File: src/rtl/pa_seq_pkg.sv
package pa_seq_pkg;

    typedef enum logic [2:0] {
        PH_IDLE   = 3'd0,
        PH_SAMPLE = 3'd1,
        PH_READY  = 3'd2,
        PH_HOME   = 3'd3,
        PH_LOOP   = 3'd4
    } phase_t;

    // Shared (non band specific) switch closures for one phase
    typedef struct packed {
        logic sample;
        logic prebias;
        logic home;
        logic loop_cl;
        logic fb_sel;   // selected band feedback short closed
        logic active;   // selected driver powered, clamps released
    } sw_set_t;

    function automatic int unsigned max2(input int unsigned a, input int unsigned b);
        return (a > b) ? a : b;
    endfunction

    function automatic sw_set_t decode_phase(input phase_t ph);
        sw_set_t s;
        s = '0;
        case (ph)
            PH_SAMPLE: begin s.sample = 1'b1; s.prebias = 1'b1; s.fb_sel = 1'b1; s.active = 1'b1; end
            PH_READY:  begin s.prebias = 1'b1; s.fb_sel = 1'b1; s.active = 1'b1; end
            PH_HOME:   begin s.home = 1'b1; s.fb_sel = 1'b1; s.active = 1'b1; end
            PH_LOOP:   begin s.home = 1'b1; s.loop_cl = 1'b1; s.active = 1'b1; end
            default:   s = '0;
        endcase
        return s;
    endfunction

endpackage

File: src/rtl/pa_seq_timer.sv
module pa_seq_timer #(
    parameter int unsigned CW = 4
) (
    input  logic          clk,
    input  logic          rst,
    input  logic          load,
    input  logic [CW-1:0] load_val,
    output logic          zero
);
    logic [CW-1:0] cnt;

    always_ff @(posedge clk) begin
        if (rst)             cnt <= '0;
        else if (load)       cnt <= load_val;
        else if (cnt != '0)  cnt <= cnt - 1'b1;
    end

    assign zero = (cnt == '0);
endmodule

File: src/rtl/pa_seq_band.sv
module pa_seq_band (
    input  logic clk,
    input  logic rst,
    input  logic capture,
    input  logic band_in,
    input  logic in_burst,
    output logic band_q
);
    always_ff @(posedge clk) begin
        if (rst)          band_q <= 1'b0;
        else if (capture) band_q <= band_in;
    end

    // band held while the burst continues
    p_band_hold_r3: assert property (@(posedge clk) disable iff (rst)
        (in_burst && !capture) |=> $stable(band_q));
endmodule

File: src/rtl/pa_seq_fsm.sv
module pa_seq_fsm
    import pa_seq_pkg::*;
#(
    parameter int unsigned SAMPLE_CYC = 16,
    parameter int unsigned HOLD_CYC   = 250
) (
    input  logic   clk,
    input  logic   rst,
    input  logic   pwr_en,
    input  logic   ramp_hit,
    output phase_t state,
    output logic   start
);
    localparam int unsigned CW = $clog2(max2(SAMPLE_CYC, HOLD_CYC) + 1);
    localparam logic [CW-1:0] S_LD = CW'(SAMPLE_CYC - 1);
    localparam logic [CW-1:0] H_LD = CW'(HOLD_CYC - 1);

    phase_t        nxt;
    logic          t_load;
    logic [CW-1:0] t_val;
    logic          t_zero;

    pa_seq_timer #(.CW(CW)) u_tmr (
        .clk(clk), .rst(rst), .load(t_load), .load_val(t_val), .zero(t_zero)
    );

    assign start = (state == PH_IDLE) && pwr_en;

    always_comb begin
        nxt    = state;
        t_load = 1'b0;
        t_val  = S_LD;
        if (!pwr_en) begin
            nxt = PH_IDLE;
        end else begin
            case (state)
                PH_IDLE:   begin nxt = PH_SAMPLE; t_load = 1'b1; t_val = S_LD; end
                PH_SAMPLE: if (t_zero) nxt = PH_READY;
                PH_READY:  if (ramp_hit) begin nxt = PH_HOME; t_load = 1'b1; t_val = H_LD; end
                PH_HOME:   if (t_zero) nxt = PH_LOOP;
                PH_LOOP:   nxt = PH_LOOP;
                default:   nxt = PH_IDLE;
            endcase
        end
    end

    always_ff @(posedge clk) begin
        if (rst) state <= PH_IDLE;
        else     state <= nxt;
    end

    p_sample_exit_r6: assert property (@(posedge clk) disable iff (rst)
        (state == PH_SAMPLE && t_zero && pwr_en) |=> state == PH_READY);
    p_ramp_home_r7: assert property (@(posedge clk) disable iff (rst)
        (state == PH_READY && pwr_en && ramp_hit) |=> state == PH_HOME);
    p_ramp_ignored_r9: assert property (@(posedge clk) disable iff (rst)
        (state == PH_SAMPLE && pwr_en && !t_zero) |=> state == PH_SAMPLE);
    p_drop_idle_r10: assert property (@(posedge clk) disable iff (rst)
        !pwr_en |=> state == PH_IDLE);
endmodule

File: src/rtl/pa_burst_seq.sv
module pa_burst_seq
    import pa_seq_pkg::*;
#(
    parameter int unsigned SAMPLE_CYC = 16,
    parameter int unsigned HOLD_CYC   = 250
) (
    input  logic       clk,
    input  logic       rst,
    input  logic       pwr_en,
    input  logic       band_hi,
    input  logic       ramp_hit,
    output logic       sw_sample,
    output logic [1:0] sw_fb,
    output logic       sw_prebias,
    output logic       sw_home,
    output logic       sw_loop,
    output logic [1:0] drv_on,
    output logic [1:0] drv_clamp,
    output logic [2:0] phase
);
    localparam int NBAND = 2;

    phase_t  state;
    logic    start;
    logic    band_q;
    sw_set_t sw;

    pa_seq_fsm #(.SAMPLE_CYC(SAMPLE_CYC), .HOLD_CYC(HOLD_CYC)) u_fsm (
        .clk(clk), .rst(rst), .pwr_en(pwr_en), .ramp_hit(ramp_hit),
        .state(state), .start(start)
    );

    pa_seq_band u_band (
        .clk(clk), .rst(rst), .capture(start), .band_in(band_hi),
        .in_burst(state != PH_IDLE), .band_q(band_q)
    );

    assign sw         = decode_phase(state);
    assign sw_sample  = sw.sample;
    assign sw_prebias = sw.prebias;
    assign sw_home    = sw.home;
    assign sw_loop    = sw.loop_cl;
    assign phase      = state;

    for (genvar b = 0; b < NBAND; b++) begin : g_band
        logic is_sel;
        assign is_sel       = (band_q == b[0]);
        assign sw_fb[b]     = sw.fb_sel && is_sel;
        assign drv_on[b]    = sw.active && is_sel;
        assign drv_clamp[b] = !(sw.active && is_sel);
    end

    p_idle_clamp_r1: assert property (@(posedge clk) disable iff (rst)
        !pwr_en |=> (drv_clamp == 2'b11 && drv_on == 2'b00 && sw_fb == 2'b00));
    p_one_driver_r4: assert property (@(posedge clk) disable iff (rst)
        (phase != 3'd0) |-> ($onehot(drv_on) && $countones(drv_clamp) == 1));
    p_loop_entry_r8: assert property (@(posedge clk) disable iff (rst)
        (phase == 3'd4 && $past(phase) != 3'd4) |-> ($past(phase) == 3'd3 && sw_fb == 2'b00));
endmodule

File: config.mk
export PLATFORM = sky130hd
export DESIGN_NAME = pa_burst_seq
export DESIGN_NICKNAME = d
export VERILOG_FILES = /design/src/rtl/pa_seq_pkg.sv /design/src/rtl/pa_seq_timer.sv /design/src/rtl/pa_seq_band.sv /design/src/rtl/pa_seq_fsm.sv /design/src/rtl/pa_burst_seq.sv
export SDC_FILE = /design/constraint.sdc
export NUM_CORES = 1
export LEC_CHECK = 0
export BUFFER_PORTS_ARGS = -buffer_cell sky130_fd_sc_hd__buf_2
export CORE_MARGIN = 5
export CORE_UTILIZATION = 25
export DETAILED_ROUTE_END_ITERATION = 16
export GPL_ROUTABILITY_DRIVEN = 0
export GPL_TIMING_DRIVEN = 0
export PLACE_DENSITY = 0.5
export REMOVE_ABC_BUFFERS = 1
export SLEW_MARGIN = 5
export SYNTH_ARGS = -nofsm -noshare
export SYNTH_HDL_FRONTEND = slang
export SYNTH_SLANG_ARGS = --single-unit
File: constraint.sdc
create_clock -name clk -period 4.3 [get_ports clk]
set_clock_uncertainty 0.1 [all_clocks]
set_input_delay 0.86 -clock clk [delete_from_list [all_inputs] [get_ports clk]]
set_output_delay 0.86 -clock clk [all_outputs]
set_load 0.005 [all_outputs]
==> qor.txt <==
clock tree sinks = 12
hold_buf cts = 0
Final Non-Filler Cells = 127
share of layout cells above drive strength 1 = 28.1%
Post-synth EDFFs = 0
Crit Path Class = reg2out
CP startpoint kind = register
Fin. Hold Viols = 0
Initial Util = 26.1%
Synth Instances = 79
share of the synthesized area in the top cell type = 33.7%
GR Overflow Total = 0
unrepaired setup endpoints after global routing = false
biggest area consumer among synthesized cells = dfxtp_1
top-count cell post-synth = dfxtp_1
row count = 19
final core occ = 30.6%
port buffer count = 17
Syn Area/Cell = 9.03 um2
post-synth cell types = 29
P_leak = 0.383 nW
clock root cell = clkbuf_4
pin count of the biggest net entering global routing = 12
Max-Cap Viols = 0
Combinational Power Share = 34.9%
initial antenna violation count = 0
YS warnings = 0
synthesis-stage register bit count = 12
switching share of power = 33.3%
Crit Path Max Fanout = 8
Post-CTS Setup Inserts = 0
top post-synthesis cells by count = dfxtp_1 (12), a21oi_1 (8), inv_1 (6)
Overall Power = 374 uW
Hold/Removal Path Class = reg2reg
Post-Syn Area = 713 um2
Max Fclk = 417 MHz
WP data arrival = 1440 ps
Die Y = 63.4 um
switching power = 125 uW
post-synthesis sequential area ratio = 33.7%
critical path endpoint category = primary output
Top Ports = 18
Die ar. = 4020 um2
vias post-DR = 578
diode count = 0
vias in the first global route = 569
hpwl dp = 1.14 mm
Final period util = 55.8%
drt first pass iters = 4
fraction of registers with async set or reset after synthesis = 0%
setup_tns = 0 ps
htree depth = 1
fin. max-slew vios = 0
die width = 63.4 um
Slew @ Worst Pin = 417 ps
area delta synth->final = 17.2%
TritonCTS clock tree = done
cts bufs inserted = 3
Internal = 249 uW
critical path data required time = 3340 ps
wire per inst = 11.8 um
setup slack, reg-to-reg = 2620 ps
relative slew slack = 72.2%
DRC viols = 0
Setup violations, final = 0
post-cts resize count = 0
Final nets = 104
Reg power frac = 41.1%
Inst Count DP = 123
dominant cells by area after synthesis = dfxtp_1 (34%), xnor2_1 (6.1%), xor2_1 (6.1%)
fin crit period = 2400 ps
Max clock buf depth = 2
Post-DRT Antenna Nets = 0
Main synth FF type = dfxtp_1
CTS clk-pin slew, worst paths = 80 ps
DRT iter0 DRCs = 5
Tot GR Track Use = 8.25%
status = complete, no violations
VDD IR-drop max = 0.193 mV
first-pass GRT wire length = 2.60 mm
Power Density = 447 nW/um2
Clock Power Share = 23.9%
sum of routed wire length over all layers = 1.50 mm
core box area = 2730 um2
later-pin clock latency in the skew report = 270 ps
drt via density = 4.55
-- registers in the layout, summed over array words and instances (netlist names) --
signal	count
u_band.band_q	1
u_fsm.u_tmr.cnt	8
u_fsm.state	3
-- path summary, 6_finish.rpt --
path / start / to / cells past startpoint
setup / recovery: u_fsm.state[0] / drv_on[1] / 5
hold / removal: u_band.band_q / u_band.band_q / 2
setup reg to reg: u_fsm.u_tmr.cnt[0] / u_fsm.u_tmr.cnt[6] / 6
hold reg to reg: u_band.band_q / u_band.band_q / 2
-- power by group through the flow --
stage	clock (mW)	sequential, mW	combinational (mW)
detailed placement	0	0.156	0.131
global placement	0	0.156	0.131
finish	0.0894	0.154	0.131
global route	0.102	0.157	0.147
floorplan	0	0.152	0.106
CTS	0.0940	0.154	0.133
-- cells in the final DEF (no fill, tap or decap) --
cell | synthesis | routed
a211oi_1 | 1 | 1
and2b_1 | 1 | 1
nand3b_1 | 1 | 1
nand2_1 | 5 | 5
buf_2 | 0 | 17
or3b_1 | 1 | 1
a211o_2 | 1 | 1
a21boi_0 | 1 | 1
mux2i_1 | 1 | 1
a21oi_1 | 8 | 8
dfxtp_1 | 12 | 12
clkbuf_4 | 0 | 3
inv_1 | 6 | 6
xor2_1 | 5 | 5
nand2_2 | 1 | 1
o311a_2 | 1 | 1
ha_1 | 2 | 2
and2_1 | 1 | 1
xnor2_1 | 5 | 5
nor3b_1 | 3 | 3
a31oi_1 | 1 | 1
nor3b_4 | 1 | 1
nor3b_2 | 1 | 1
nand3_1 | 2 | 2
nor3_1 | 3 | 3
nand2b_1 | 4 | 4
nor4_4 | 1 | 1
nor4b_1 | 1 | 1
clkbuf_8 | 0 | 1
nor2_1 | 5 | 5
-- metrics by stage --
| stage | hold slack (ps) | area (um2) | setup WS, ps |
|---|---|---|---|
| after floorplan | 412 | 676 | 2380 |
| after global placement | 433 | 800 | 2240 |
| after detailed placement | 440 | 800 | 2180 |
| after CTS | 455 | 836 | 1860 |
| after global routing | 518 | 836 | 1710 |
| final | 451 | 836 | 1900 |
-- per-layer routing --
layer  wire [um]  GRT usage, %
met1         709          10.4
met2         746          12.6
met3          14          1.07
met4          28          6.23
met5           0             0
-- critical path, cell delays in order (launching register included) --
cell and delay (ps):
dfxtp_1 540, nor2_1 170, xnor2_1 210, nand2_1 90
inv_1 50, buf_2 100
-- area by class of cell --
| cell class | count | area [um2] |
|---|---|---|
| repair buffers | 17 | 85.1 |
| fillers | 301 | 1900 |
| well taps | 31 | 38.8 |
| inverters | 6 | 22.5 |
| clock buffers | 4 | 36.3 |
| flip-flops and latches | 12 | 240 |
| multi-input cells | 57 | 413 |
-- kinds of logic (layout without fill, tap and decap cells) --
logic type                 after synthesis  after routing  synth area share (%)
buffers and inverters                   10             27                  8.42
AOI/OAI and AO/OA                       13             13                  11.6
adders and majority gates                2              2                  3.51
muxes                                    1              1                  1.40
and+or+nand+nor                         31             31                  29.1
xor gates and xnor gates                10             10                  12.3
DFF                                     12             12                  33.7
(Power assumes the default switching activity.)
